**src/rtl/hexrec_pkg.sv**
```systemverilog
package hexrec_pkg;

  typedef enum logic [2:0] {
    K_PROG       = 3'd0,
    K_OSC        = 3'd1,
    K_ERASE_BLK  = 3'd2,
    K_ERASE_BOOT = 3'd3,
    K_SECURITY   = 3'd4,
    K_CFG        = 3'd5
  } req_kind_e;

  typedef enum logic [2:0] {
    S_IDLE,
    S_FIELDS,
    S_TAIL,
    S_EXEC,
    S_NEXT,
    S_REQ
  } rx_state_e;

  localparam logic [7:0] CH_OK    = 8'h2E;
  localparam logic [7:0] CH_BAD   = 8'h58;
  localparam logic [7:0] CH_REJ   = 8'h52;
  localparam logic [7:0] CH_COLON = 8'h3A;
  localparam logic [7:0] CH_CR    = 8'h0D;
  localparam logic [7:0] CH_LF    = 8'h0A;

  // Result is {is_hex, nibble}.
  function automatic logic [4:0] hex_nib(input logic [7:0] c);
    if (c >= 8'h30 && c <= 8'h39)
      return {1'b1, c[3:0]};
    else if ((c >= 8'h41 && c <= 8'h46) || (c >= 8'h61 && c <= 8'h66))
      return {1'b1, c[3:0] + 4'd9};
    else
      return 5'd0;
  endfunction

  function automatic logic blk_code_ok(input logic [7:0] s);
    return (s == 8'h00) || (s == 8'h20) || (s == 8'h40) ||
           (s == 8'h80) || (s == 8'hC0);
  endfunction

  function automatic logic [7:0] sum8(input logic [7:0] a, input logic [7:0] b);
    return a + b;
  endfunction

endpackage

```
**src/rtl/hexrec_byte_pack.sv**
```systemverilog
module hexrec_byte_pack import hexrec_pkg::*; #(
  parameter int IDX_W = 5
) (
  input  logic             clk,
  input  logic             rst_n,
  input  logic             clear,
  input  logic             nib_valid,
  input  logic [3:0]       nib,
  output logic             byte_done,
  output logic [7:0]       byte_val,
  output logic [IDX_W-1:0] byte_idx,
  output logic [7:0]       sum
);

  logic             have_hi_q;
  logic [3:0]       hi_q;
  logic [IDX_W-1:0] cnt_q;
  logic [7:0]       sum_q;

  assign byte_done = nib_valid & have_hi_q;
  assign byte_val  = {hi_q, nib};
  assign byte_idx  = cnt_q;
  assign sum       = sum_q;

  always_ff @(posedge clk or negedge rst_n) begin
    if (!rst_n) begin
      have_hi_q <= 1'b0;
      hi_q      <= '0;
      cnt_q     <= '0;
      sum_q     <= '0;
    end else if (clear) begin
      have_hi_q <= 1'b0;
      cnt_q     <= '0;
      sum_q     <= '0;
    end else if (nib_valid) begin
      if (!have_hi_q) begin
        hi_q      <= nib;
        have_hi_q <= 1'b1;
      end else begin
        have_hi_q <= 1'b0;
        cnt_q     <= cnt_q + 1'b1;
        sum_q     <= sum8(sum_q, byte_val);
      end
    end
  end

endmodule

```
**src/rtl/hexrec_data_buf.sv**
```systemverilog
module hexrec_data_buf #(
  parameter int DEPTH = 16,
  parameter int IW    = 4
) (
  input  logic            clk,
  input  logic            wr_en,
  input  logic [IW-1:0]   wr_idx,
  input  logic [7:0]      wr_data,
  input  logic [IW-1:0]   rd_idx,
  output logic [7:0]      rd_data,
  output logic [2:0][7:0] head
);

  logic [7:0] mem [DEPTH];

  always_ff @(posedge clk) begin
    if (wr_en) mem[wr_idx] <= wr_data;
  end

  assign rd_data = mem[rd_idx];

  for (genvar i = 0; i < 3; i++) begin : g_head
    assign head[i] = mem[i];
  end

endmodule

```
**src/rtl/hexrec_dispatch.sv**
```systemverilog
module hexrec_dispatch import hexrec_pkg::*; #(
  parameter int MAX_DATA = 16
) (
  input  logic        clk,
  input  logic        rst_n,
  input  logic        rx_valid,
  input  logic [7:0]  rx_char,
  output logic        reply_valid,
  output logic [7:0]  reply_char,
  output logic        req_valid,
  output logic [2:0]  req_kind,
  output logic [15:0] req_addr,
  output logic [7:0]  req_sel,
  output logic [7:0]  req_data,
  input  logic        flash_done,
  input  logic        flash_ok
);

  localparam int IDX_W = $clog2(MAX_DATA + 5);
  localparam int BIW   = (MAX_DATA > 1) ? $clog2(MAX_DATA) : 1;
  localparam logic [7:0] MAX_B = 8'(MAX_DATA);
  localparam logic [IDX_W-1:0] IDX_DATA0 = IDX_W'(4);

  rx_state_e        state_q;
  logic [7:0]       cnt_q, type_q, ptr_q;
  logic [15:0]      addr_q;
  logic             osc_seen_q;

  // character decode
  logic [4:0] hx;
  logic       hex_ok, is_colon, is_term;
  assign hx       = hex_nib(rx_char);
  assign hex_ok   = hx[4];
  assign is_colon = (rx_char == CH_COLON);
  assign is_term  = (rx_char == CH_CR) || (rx_char == CH_LF);

  // named events
  logic             start_rec, nib_valid, byte_done, abort_evt, rec_done, exec_busy;
  logic             is_data_byte, is_chk_byte;
  logic [7:0]       byte_val, sum;
  logic [IDX_W-1:0] byte_idx, chk_idx;

  assign start_rec = rx_valid && (state_q == S_IDLE) && is_colon;
  assign nib_valid = rx_valid && (state_q == S_FIELDS) && hex_ok;
  assign rec_done  = rx_valid && (state_q == S_TAIL) && is_term;
  assign exec_busy = (state_q == S_EXEC) || (state_q == S_NEXT) || (state_q == S_REQ);

  hexrec_byte_pack #(.IDX_W(IDX_W)) u_pack (
    .clk(clk), .rst_n(rst_n), .clear(start_rec),
    .nib_valid(nib_valid), .nib(hx[3:0]),
    .byte_done(byte_done), .byte_val(byte_val), .byte_idx(byte_idx), .sum(sum)
  );

  assign chk_idx      = IDX_W'(cnt_q) + IDX_DATA0;
  assign is_data_byte = byte_done && (byte_idx >= IDX_DATA0) && (byte_idx < chk_idx);
  assign is_chk_byte  = byte_done && (byte_idx == chk_idx);

  assign abort_evt = (rx_valid && (state_q == S_FIELDS) && !hex_ok) ||
                     (byte_done && (byte_idx == '0) && (byte_val > MAX_B)) ||
                     (rx_valid && (state_q == S_TAIL) && !is_term);

  logic [7:0]       rd_data;
  logic [2:0][7:0]  head;

  hexrec_data_buf #(.DEPTH(MAX_DATA), .IW(BIW)) u_buf (
    .clk(clk), .wr_en(is_data_byte),
    .wr_idx(BIW'(byte_idx - IDX_DATA0)), .wr_data(byte_val),
    .rd_idx(BIW'(ptr_q)), .rd_data(rd_data), .head(head)
  );

  // record decision, evaluated in S_EXEC
  logic       dec_start, dec_prog;
  logic [7:0] dec_code, dec_sel, dec_data;
  req_kind_e  dec_kind;

  always_comb begin
    dec_start = 1'b0;
    dec_prog  = 1'b0;
    dec_code  = CH_REJ;
    dec_kind  = K_PROG;
    dec_sel   = '0;
    dec_data  = '0;
    if (sum != 8'h00) begin
      dec_code = CH_BAD;
    end else begin
      case (type_q)
        8'h00: if (osc_seen_q) begin
                 if (cnt_q == 8'd0) dec_code = CH_OK;
                 else               dec_prog = 1'b1;
               end
        8'h01: dec_code = CH_OK;
        8'h02: if (cnt_q >= 8'd1) begin
                 dec_start = 1'b1; dec_kind = K_OSC; dec_data = head[0];
               end
        8'h03: if (cnt_q >= 8'd2) begin
                 dec_sel = head[1];
                 case (head[0])
                   8'h01: if (blk_code_ok(head[1])) begin
                            dec_start = 1'b1; dec_kind = K_ERASE_BLK;
                          end
                   8'h04: begin dec_start = 1'b1; dec_kind = K_ERASE_BOOT; end
                   8'h05: if (head[1] <= 8'd2) begin
                            dec_start = 1'b1; dec_kind = K_SECURITY;
                          end
                   8'h06: if (head[1] <= 8'd2 && cnt_q >= 8'd3) begin
                            dec_start = 1'b1; dec_kind = K_CFG; dec_data = head[2];
                          end
                   default: ;
                 endcase
               end
        default: ;
      endcase
    end
  end

  always_ff @(posedge clk or negedge rst_n) begin
    if (!rst_n) begin
      state_q     <= S_IDLE;
      cnt_q       <= '0;
      type_q      <= '0;
      ptr_q       <= '0;
      addr_q      <= '0;
      osc_seen_q  <= 1'b0;
      reply_valid <= 1'b0;
      reply_char  <= '0;
      req_valid   <= 1'b0;
      req_kind    <= '0;
      req_addr    <= '0;
      req_sel     <= '0;
      req_data    <= '0;
    end else begin
      reply_valid <= 1'b0;
      case (state_q)
        S_IDLE: if (start_rec) begin
          state_q <= S_FIELDS;
          ptr_q   <= '0;
        end
        S_FIELDS: if (abort_evt) begin
          reply_valid <= 1'b1; reply_char <= CH_BAD; state_q <= S_IDLE;
        end else if (byte_done) begin
          if (byte_idx == IDX_W'(0)) cnt_q <= byte_val;
          if (byte_idx == IDX_W'(1)) addr_q[15:8] <= byte_val;
          if (byte_idx == IDX_W'(2)) addr_q[7:0] <= byte_val;
          if (byte_idx == IDX_W'(3)) type_q <= byte_val;
          if (is_chk_byte) state_q <= S_TAIL;
        end
        S_TAIL: if (rec_done) begin
          state_q <= S_EXEC;
        end else if (abort_evt) begin
          reply_valid <= 1'b1; reply_char <= CH_BAD; state_q <= S_IDLE;
        end
        S_EXEC: if (dec_prog) begin
          state_q <= S_NEXT;
        end else if (dec_start) begin
          req_valid <= 1'b1;
          req_kind  <= dec_kind;
          req_addr  <= addr_q;
          req_sel   <= dec_sel;
          req_data  <= dec_data;
          state_q   <= S_REQ;
        end else begin
          reply_valid <= 1'b1; reply_char <= dec_code; state_q <= S_IDLE;
        end
        S_NEXT: begin
          req_valid <= 1'b1;
          req_kind  <= K_PROG;
          req_addr  <= addr_q + {8'h00, ptr_q};
          req_sel   <= '0;
          req_data  <= rd_data;
          state_q   <= S_REQ;
        end
        S_REQ: if (flash_done) begin
          req_valid <= 1'b0;
          if (!flash_ok) begin
            reply_valid <= 1'b1; reply_char <= CH_REJ; state_q <= S_IDLE;
          end else if (req_kind == K_PROG && (ptr_q + 8'd1) < cnt_q) begin
            ptr_q   <= ptr_q + 8'd1;
            state_q <= S_NEXT;
          end else begin
            if (req_kind == K_OSC) osc_seen_q <= 1'b1;
            reply_valid <= 1'b1; reply_char <= CH_OK; state_q <= S_IDLE;
          end
        end
        default: state_q <= S_IDLE;
      endcase
    end
  end

endmodule

```
**config.mk**
```make
export PLATFORM = sky130hd
export DESIGN_NAME = hexrec_dispatch
export DESIGN_NICKNAME = d
export VERILOG_FILES = /design/src/rtl/hexrec_pkg.sv /design/src/rtl/hexrec_byte_pack.sv /design/src/rtl/hexrec_data_buf.sv /design/src/rtl/hexrec_dispatch.sv
export SDC_FILE = /design/constraint.sdc
export NUM_CORES = 1
export LEC_CHECK = 0
export CORE_MARGIN = 1
export CORE_UTILIZATION = 50
export CTS_BUF_LIST = sky130_fd_sc_hd__clkbuf_8 sky130_fd_sc_hd__clkbuf_16
export DETAILED_ROUTE_END_ITERATION = 8
export PLACE_DENSITY_LB_ADDON = 0.08
export SYNTH_ARGS = -nofsm -noshare
export SYNTH_HDL_FRONTEND = slang
export SYNTH_HIERARCHICAL = 1
export SYNTH_SLANG_ARGS = --single-unit
export TNS_END_PERCENT = 100
```
**constraint.sdc**
```tcl
create_clock -name clk -period 6.4 [get_ports clk]
set_input_delay 1.28 -clock clk [delete_from_list [all_inputs] [get_ports clk]]
set_output_delay 1.28 -clock clk [all_outputs]
set_load 0.01 [all_outputs]
```
### Word-level counts from Yosys, hierarchy flattened

Memory sizes are Yosys's and may differ from the RTL's.
Cells that the tools add are included.

* multiplexer cells: 95
* equal/unequal tests: 36
* reductions and logical operators: 53
* add/subtract/negate cells: 7
* order comparisons: 14
* bitwise operators: 5

Operators with widths (count)
* $mux W8: 26
* $pmux W8 S2: 4
* $mux W3: 17
* $mux W16: 2
* $pmux W16 S2: 1
* $pmux W8 S4: 1
* $mux W1: 26
* $mux W5: 5
* $eq A8 B3 Y1 const B: 3
* $logic_not A8 Y1: 3
* $mux W7: 3
* $reduce_and A4 Y1: 5
* $logic_and A1 B1 Y1: 18
* $pmux W3 S6: 1
* $add A16 B8 Y16: 1
* $eq A8 B1 Y1 const B: 2
* $eq A8 B2 Y1 const B: 2
* $eq A8 B4 Y1 const B: 2
* $eq A8 B6 Y1 const B: 2
* $eq A8 B8 Y1 const B: 2
* $ge A8 B2 Y1 const B: 2
* $ge A8 B7 Y1 const B: 2
* $le A8 B7 Y1 const B: 2
* $reduce_and A5 Y1: 3
* other kinds (44): 75

* flip-flop bits (word level): 107
* RAM bits: 128
* input bits: 13
* logic and storage cells: 229
* memories kept: 1

Memory list
* u_buf.mem: words 16, bits a word 8, read ports 4, clocked after memory_dff 0, write ports 1, line hexrec_data_buf.sv:14 `logic [7:0] mem [DEPTH];`

### Logic depth before layout (Yosys ltp)

Gate-level depths: netlist of the first run.

* depth after elaboration: 14
* depth in mapped cells: 16
* gate-level depth less buffers: 14

### Modules after synthesis

The synthesis of the first run kept the hierarchy.

Modules (own cells, without submodules)
* hexrec_dispatch: area an instance 5636.7 µm², times used 1, cells each 557
* hexrec_data_buf: area an instance 4987.3 µm², times used 1, cells each 221
* hexrec_byte_pack: area an instance 1077.3 µm², times used 1, cells each 109

### Worst setup path after synthesis of the first run

OpenSTA, ideal clock, no wires.

* path kind: in2reg
* from: input port rx_char[1]
* to: memory u_buf.mem[0][0] (enable)
* slack: 1.248 ns
* library setup time: 0.383 ns
* stages: 13
* data required time: 6.017 ns
* arrival: 4.769 ns
* buffers on the path: 1
* cells stage by stage: inv_1 ha_1 o21bai_1 a2111oi_4 nor2_1 nor3_1 nand2_1 inv_1 buf_2 inv_1 a2111oi_0 or3b_2 nor3_1

* word-level cells in the longest chain between the ends: 11

RTL lines
* from (decl): line hexrec_dispatch.sv:7 `input logic [7:0] rx_char,`
* $ge A8 B7 Y1 / $le A8 B7 Y1 (equally long branches): line hexrec_pkg.sv:32 `else if ((c >= 8'h41 && c <= 8'h46) || (c >= 8'h61 && c <= 8'h66))`
* $logic_and A1 B1 Y1: line hexrec_pkg.sv:32
* $logic_or A1 B1 Y1: line hexrec_pkg.sv:32
* $mux W5: line hexrec_pkg.sv:32
* $mux W5 *: line hexrec_pkg.sv:30 `if (c >= 8'h30 && c <= 8'h39)`
* $logic_and A1 B1 Y1 *: line hexrec_dispatch.sv:44 `assign nib_valid = rx_valid && (state_q == S_FIELDS) && hex_ok;`
* named net nib_valid: line hexrec_dispatch.sv:38 `logic start_rec, nib_valid, byte_done, abort_evt, rec_done, exec_busy;`
* $and A1 B1 Y1 *: line hexrec_byte_pack.sv:20 `assign byte_done = nib_valid & have_hi_q;`
* named net byte_done: line hexrec_dispatch.sv:38
* $logic_and A1 B1 Y1 * (2 in series): line hexrec_dispatch.sv:55 `assign is_data_byte = byte_done && (byte_idx >= IDX_DATA0) && (byte_idx < chk_idx);`
* named net is_data_byte: line hexrec_dispatch.sv:39 `logic is_data_byte, is_chk_byte;`
* $mux W1 *: line hexrec_data_buf.sv:17 `if (wr_en) mem[wr_idx] <= wr_data;`
* $mux W1 (implied by the code) *: line hexrec_data_buf.sv:17
* to (decl): line hexrec_data_buf.sv:14

Mark *: on every way through the listed nets, which the timed path passes. The rest lies on a longest branch.

### Worst setup path in the final report of the first run

* from: input port rx_char[1]
* to: memory u_buf.mem[1][5] (enable)

Same word-level chain as after synthesis.

==> reports/results.md, run 1 <==
| Parameter | Reported |
|---|---|
| Wire length of the first global-routing pass | 43.0 mm |
| Pins Over Slew Limit | 0 |
| Final count of hold timing violations | 0 |
| Crit path required time | 6.56 ns |
| Area enclosed by the die boundary | 24,000 µm² |
| Overall die width | 155 µm |
| Cell Count Post-Placement | 1,236 |
| Routed vias/inst | 5.97 |
| IO buf count | 55 |
| Detailed router's first-iteration violation count | 589 |
| Post-DRT Antenna Nets | 0 |
| Post-synthesis cell type count | 85 |
| Max frequency | 0.181 GHz |
| Highest Signal Layer | met4 |
| Cell Rows | 55 |
| Count of state elements after synthesis | 231 |
| Core outline area | 22,800 µm² |
| Flip-flop cell with the highest count after synthesis | edfxtp_1 |
| Final Worst Setup Slack | 0.879 ns |
| Library cell with the highest instance count after synthesis | edfxtp_1 |
| Cells on worst reg2reg path | 9 |
| Portion of the post-synthesis area used by sequential elements | 54.9% |
| Beginning of the worst hold path | req_valid |
| Pin slew with the least headroom to its limit | 1.16 ns |
| Minimum clock period | 5.52 ns |
| Wire length on met2 | 13.2 mm |
| Setup crit end kind | flop |
| Power Total | 4.31 mW |
| CTS max path bufs | 3 |
| List of most frequent post-synthesis cells | edfxtp_1, dfrtp_1, nand2_1, inv_1, mux2_2 |
| Mean Syn Cell Area | 13.2 µm² |
| Final wirelength | 27.5 mm |
| Average wire per cell in the routed design | 21.4 µm |
| Startpoint of the most critical register-to-register path | state_q[0] |
| Pre-CTS setup slack | 0.382 ns |
| Maximum net fanout on the critical path | 12 |
| Cell taking the most area after synthesis | edfxtp_1 |
| I/O pins | 58 |
| Aggregate global routing overflow | 0 |
| Clock transition at path regs | 0.06 ns |
| Min-Delay Endpoint | req_valid |
| Arrival time of the worst setup path | 5.68 ns |
| Outcome | completed |
| Hold Path Depth | 1 |
| Count of final setup violators | 0 |
| Period utilization | 86.3% |
| Max-capacitance violation count | 0 |
| Gp weighted congestion | 0.932 |
| Instance area after placement | 12,500 µm² |
| Cts bufs inserted | 26 |
| Overall die height | 155 µm |
| Area growth from synthesis to layout | 14.6% |
| Ratio of total power to cell area | 321 nW/µm² |
| DR DRC count | 0 |
| Hold-fix buffers at CTS | 0 |
| Number of resized instances in the post-cts repair step | 0 |
| Initial Util | 51.4% |
| Antenna Cells | 0 |
| Worst Hold Margin | 0.486 ns |
| Utilization after layout | 58.9% |
| Post-synth EDFFs | 128 |
| GRT Resource Usage Total | 23.5% |
| First drt pass iteration count | 5 |
| Type of the worst min-delay path | reg2reg |
| Synthesized instance count | 887 |
| Capture point of the worst reg-to-reg path | u_buf/mem[1][5] |
| Setup Skew | 0.0170 ns |
| Number of warnings printed during yosys synthesis | 6 |
| Largest voltage drop on the vdd net | 0.226 mV |
| Post-route standard cell area excluding fillers | 13,400 µm² |
| Most area-consuming cells after synthesis | edfxtp_1, dfrtp_1, mux2_2, ha_1, mux4_2 |
| CTS tree | built |
| Clock sink count | 231 |
| H-tree Lvls | 1 |
| Max-slew headroom at the worst pin | 22.9% |
| Initial antenna violation count | 0 |
| Pin count of the biggest net entering global routing | 74 |
| DP Wirelength | 18.7 mm |
| Via count of the first global-routing pass | 7,684 |
| Post-synthesis cell area | 11,700 µm² |
| Post-synth top area share | 32.8% |
| Clock root buffer | clkbuf_16 |
| Leakage power of the design | 5.21 nW |
| Wire length on met3 | 1.49 mm |
| Count of nets after finishing | 1,004 |
| Clock latency at the later pin of the worst-skew pair | 0.53 ns |
| Kind of start point of the critical path | input pin |
| Final instance count without filler cells | 1,283 |
| Detailed-route via count | 7,661 |
| Post-route met1 wirelength | 12.1 mm |
| Share of synthesized registers carrying an async set or reset | 44.6% |
| Fin Setup TNS | 0 ns |
| Startpoint-to-endpoint class of the critical path | in2reg |
| Proportion of layout cells with a drive suffix above 1 | 16.7% |
| Unrepaired setup endpoints after global routing | false |
| Setup bufs post-CTS | 0 |
| Register-to-register setup slack | 2.09 ns |
-- worst max path at each step --
stage                          start               to  slack, ns  cells past startpoint
after detailed placement  rx_char[1]  u_buf/mem[1][6]       0.38                     14
after CTS                 rx_char[1]  u_buf/mem[1][1]       0.91                     14
final                     rx_char[1]  u_buf/mem[1][5]       0.88                     14
after global placement    rx_char[1]  u_buf/mem[1][3]       0.59                     14
after floorplan           rx_char[1]  u_buf/mem[0][0]       1.25                     13
after global routing      rx_char[1]  u_buf/mem[1][5]       0.65                     14
-- per-layer routing --
layer  vias to the layer above  global-route usage [%]
met5                         -                       0
met4                         0                    6.93
met3                        49                    3.51
met2                       252                    39.0
met1                      3844                    32.0
li1                       3516                       -
-- report_power, final --
group	switching (mW)	total, mW	internal (mW)	leakage [nW]
combinational	0.504	1.00	0.496	2.28
clock	0.586	1.49	0.909	0.436
sequential	0.153	1.81	1.66	2.49
total	1.24	4.31	3.07	5.21
-- cells by family (layout without fill, tap and decap cells) --
| family | Yosys count | after routing | share of synthesized area [%] |
|---|---|---|---|
| adders and majority gates | 40 | 40 | 4.41 |
| xor gates and xnor gates | 20 | 20 | 1.50 |
| muxes | 114 | 114 | 14.6 |
| DFF | 231 | 231 | 54.9 |
| other | 1 | 2 | 0.0320 |
| and+or+nand+nor | 250 | 250 | 11.8 |
| buffers and inverters | 91 | 173 | 3.95 |
| AOI/OAI and AO/OA | 140 | 140 | 8.86 |
-- registers in the layout (all words and copies together), names as in the netlist, 3 cells and up --
| name | flops |
|---|---|
| u_pack/byte_idx | 5 |
| addr_q | 16 |
| req_data | 8 |
| u_pack/sum | 8 |
| req_addr | 16 |
| ptr_q | 8 |
| type_q | 8 |
| u_buf/mem | 128 |
| state_q | 3 |
| u_pack/hi_q | 4 |
| req_kind | 3 |
| req_sel | 8 |
| reply_char | 4 |
| cnt_q | 8 |
-- cells in the final DEF, fill, tap and decap left out, drive strengths merged, types with 6 or more instances in the layout --
cell type and instances:
buf 21, a211oi 7, nand4 13, inv 54
dfrtp 103, nand2b 6, o21ai 19, xor2 11
ha 38, and2 10, mux4 32, clkbuf 29
nor4 8, clkdlybuf4s50 54, nand2 64, mux2 58
xnor2 9, a22oi 17, and3 8, clkinv 9
mux2i 24, o2111ai 6, a22o 10, a21oi 27
edfxtp 128, nor2b 13, or4 8, nor2 45
nor3 19, o21a 6, nand3 24
-- area by class of cell --
type	instances	area [µm²]
fill	1786	9370
inverter	51	191
timing repair buffer	75	698
clock inverter	18	175
sequential	231	6420
tap	313	392
clock buffer	29	703
multi-input combinational	566	4830
-- critical path, cell delays in order --
cell	delay (ns)
clkdlybuf4s50_1	0.48
inv_1	0.12
ha_1	0.20
o21bai_1	0.12
a2111oi_4	0.50
nor2_1	0.14
nor3_1	0.41
nand2_1	0.41
inv_1	0.23
inv_1	0.06
a2111oi_0	0.44
buf_4	0.21
or3b_2	0.51
nor2_1	0.54
No activity file was read; power rests on OpenSTA's default activity.
==> run 2: changes to the inputs <==
--- a/config.mk
+++ b/config.mk
@@ -7,7 +7,7 @@
 export LEC_CHECK = 0
 export CORE_MARGIN = 1
 export CORE_UTILIZATION = 50
-export CTS_BUF_LIST = sky130_fd_sc_hd__clkbuf_8 sky130_fd_sc_hd__clkbuf_16
+export CTS_BUF_LIST = sky130_fd_sc_hd__clkbuf_8
 export DETAILED_ROUTE_END_ITERATION = 8
 export PLACE_DENSITY_LB_ADDON = 0.08
 export SYNTH_ARGS = -nofsm -noshare
==> run 2 against run 1 <==
  * Non-clock buffer count stayed put
  * First-iteration DRC count is 3.2% lower
  * Clock-buffer cell count is 16 higher
  * Global-route usage is 0.19 points higher
  * Cell count is 2.0% higher
  * Design area is 0.77% lower
  * Core utilization is 0.46 points lower
  * Fmax is 0.30% higher
  * Flip-flop and latch count stayed put
  * Die area stayed put
  * Largest power group unchanged
==> reports/results.md, run 2 (same netlist as run 1, synthesis figures left out) <==
| Parameter | Reported | Change |
|---|---|---|
| Kind of start point of the critical path | input pin | unchanged |
| Peak per-stage delay on the critical path | 0.52 ns | was 0.54 ns |
| Clock sink count | 231 | unchanged |
| Pins Over Slew Limit | 0 | unchanged |
| Filler Cells Inserted | 1,803 | was 1,786 |
| Antenna Cells | 0 | unchanged |
| Most frequent cell on the critical path | inv_1 | unchanged |
| Period utilization | 86.0% | was 86.3% |
| Initial antenna violation count | 0 | unchanged |
| Detailed router's first-iteration violation count | 570 | was 589 |
| Cts bufs inserted | 41 | was 26 |
| Most common cell after layout, fill and taps aside | edfxtp_1 | unchanged |
| Overall die width | 155 µm | unchanged |
| Hold-fix buffers at CTS | 0 | unchanged |
| Largest voltage drop on the vdd net | 0.164 mV | was 0.226 mV |
| Pin count of the biggest net entering global routing | 74 | unchanged |
| Via count of the first global-routing pass | 7,841 | was 7,684 |
| Clock transition at path regs | 0.05 ns | was 0.06 ns |
| Outcome | completed | unchanged |
| Power Total | 4.08 mW | was 4.31 mW |
| Top cell family by delay on the critical path | simple AND/OR/NAND/NOR gates | unchanged |
| GRT Resource Usage Total | 23.6% | was 23.5% |
| Minimum clock period | 5.50 ns | was 5.52 ns |
| Fin Setup TNS | 0 ns | unchanged |
| Arrival time of the worst setup path | 5.67 ns | was 5.68 ns |
| Area enclosed by the die boundary | 24,000 µm² | unchanged |
| Setup bufs post-CTS | 0 | unchanged |
| Max-capacitance violation count | 0 | unchanged |
| Max-slew headroom at the worst pin | 21.6% | was 22.9% |
| Unrepaired setup endpoints after global routing | false | unchanged |
| Setup crit end kind | flop | unchanged |
| Cell Rows | 55 | unchanged |
| Aggregate global routing overflow | 0 | unchanged |
| Core outline area | 22,800 µm² | unchanged |
| Sequential Area | 6420 µm² | unchanged |
| Detailed-route via count | 7,759 | was 7,661 |
| Leakage power of the design | 5.22 nW | was 5.21 nW |
| First drt pass iteration count | 5 | unchanged |
| Overall die height | 155 µm | unchanged |
| DP Wirelength | 18.7 mm | unchanged |
| Post-DRT Antenna Nets | 0 | unchanged |
| Flip-flop count of the largest register, all copies and words added | 128 | unchanged |
| Ratio of total power to cell area | 306 nW/µm² | was 321 nW/µm² |
| Routed vias/inst | 5.93 | was 5.97 |
| CTS tree | built | unchanged |
| Register containing the most flip-flops in the final layout | u_buf/mem | unchanged |
| Crit path required time | 6.56 ns | about the same |
| Initial Util | 51.4% | unchanged |
| I/O pins | 58 | unchanged |
| Count of nets after finishing | 1,019 | was 1,004 |
| Slowest cell on crit path | nor2_1 | unchanged |
| Area growth from synthesis to layout | 13.7% | was 14.6% |
| Number of resized instances in the post-cts repair step | 0 | unchanged |
| Buffer and inverter count on the worst path | 5 | unchanged |
| H-tree Lvls | 2 | was 1 |
| Average wire per cell in the routed design | 21.1 µm | was 21.4 µm |
| Type of the worst min-delay path | reg2reg | unchanged |
| Wire length of the first global-routing pass | 43.1 mm | was 43.0 mm |
| Startpoint-to-endpoint class of the critical path | in2reg | unchanged |
| Max frequency | 0.182 GHz | was 0.181 GHz |
| Final wirelength | 27.6 mm | was 27.5 mm |
| Clock latency at the later pin of the worst-skew pair | 0.54 ns | was 0.53 ns |
| Clock root buffer | clkbuf_8 | was clkbuf_16 |
| Setup Skew | 0.0132 ns | was 0.0170 ns |
| Count of final setup violators | 0 | unchanged |
| IO buf count | 55 | unchanged |
| Utilization after layout | 58.4% | was 58.9% |
| Pin slew with the least headroom to its limit | 1.17 ns | was 1.16 ns |
| Worst Hold Margin | 0.485 ns | was 0.486 ns |
| Maximum net fanout on the critical path | 12 | unchanged |
| Gp weighted congestion | 0.932 | unchanged |
| Regs by FF count | u_buf/mem: 128 flops, addr_q: 16 flops, req_addr: 16 flops | unchanged |
| DR DRC count | 0 | unchanged |
| CTS max path bufs | 3 | unchanged |
| Final count of hold timing violations | 0 | unchanged |
| Proportion of layout cells with a drive suffix above 1 | 17.4% | was 16.7% |
| Area used by multi-input combinational logic | 4830 µm² | unchanged |
| Worst-path cell chain | clkdlybuf4s50_1, inv_1, ha_1, o21bai_1, a2111oi_4, nor2_1, nor3_1, nand2_1, inv_1, inv_1, a2111oi_0, buf_4, or3b_2, nor2_1 | unchanged |
| Most used cells in the layout excluding fill and tap cells | edfxtp_1, dfrtp_1, inv_1, nand2_1, clkdlybuf4s50_1 | was edfxtp_1, dfrtp_1, nand2_1, clkdlybuf4s50_1, inv_1 |
| Pre-CTS setup slack | 0.382 ns | unchanged |
| Final Worst Setup Slack | 0.895 ns | was 0.879 ns |
==> run 2: cell types whose count changed in the layout (fill, tap and decap cells not counted), moves of 2 or more <==
cell	change
clkbuf_8	+43
clkinv_1	+3
clkinvlp_4	-2
clkbuf_16	-27
bufinv_16	-2
inv_1	+12
==> run 2: final cells by class <==
cell class	count	share of cell area, %
Multi-Input combinational cell	566	36.3
Clock inverter	28	1.17
Clock buffer	45	4.65
Tap cell	313	2.94
Inverter	51	1.44
Timing Repair Buffer	75	5.25
Sequential cell	231	48.3
==> run 2: through the flow <==
step	cell area (µm²)	std cells
2_1_floorplan	11700	888
3_3_place_gp	12500	1236
3_5_place_dp	12500	1236
4_1_cts	13300	1309
5_1_grt	13300	1309
6_report	13300	1309
==> run 2: worst register-to-register path: stages (launching register included) <==
cell,delay (ns)
dfrtp_1,0.59
or3b_2,0.51
nor3_1,0.45
nand2_1,0.41
inv_1,0.23
inv_1,0.06
a2111oi_0,0.44
buf_4,0.21
or3b_2,0.51
nor2_1,0.52
==> run 2: final timing paths <==
kind                                  from         endpoint  slack, ns  depth (start not counted)
worst max-delay path            rx_char[1]  u_buf/mem[1][5]       0.90                         14
max in group asynchronous            rst_n        type_q[3]       4.43                          2
min in group asynchronous            rst_n      req_data[3]       0.66                          1
worst min-delay path             req_valid        req_valid       0.48                          1
worst min register to register   req_valid        req_valid       0.48                          1
worst max register to register  state_q[0]  u_buf/mem[1][5]       2.10                          9
==> run 2: layer usage <==
metal	track usage, %	wire, µm	vias up
met1	31.7	12000	3896
met4	8.77	723	0
met5	0	0	-
met3	4.32	1560	53
met2	38.6	13300	262
li1	-	-	3548
==> run 2: where the power goes <==
group          leakage (nW)  switching, mW  internal [mW]
registers              2.49          0.153           1.66
clock network         0.451          0.575          0.688
logic                  2.28          0.501          0.496
==> run 3: changes to the inputs <==
--- a/config.mk
+++ b/config.mk
@@ -8,6 +8,7 @@
 export CORE_MARGIN = 1
 export CORE_UTILIZATION = 50
 export CTS_BUF_LIST = sky130_fd_sc_hd__clkbuf_8
+export CTS_CLUSTER_DIAMETER = 120
 export DETAILED_ROUTE_END_ITERATION = 8
 export PLACE_DENSITY_LB_ADDON = 0.08
 export SYNTH_ARGS = -nofsm -noshare
==> results of run 3 <==
No change in the layout: final DEF, timing and power equal those of run 2.
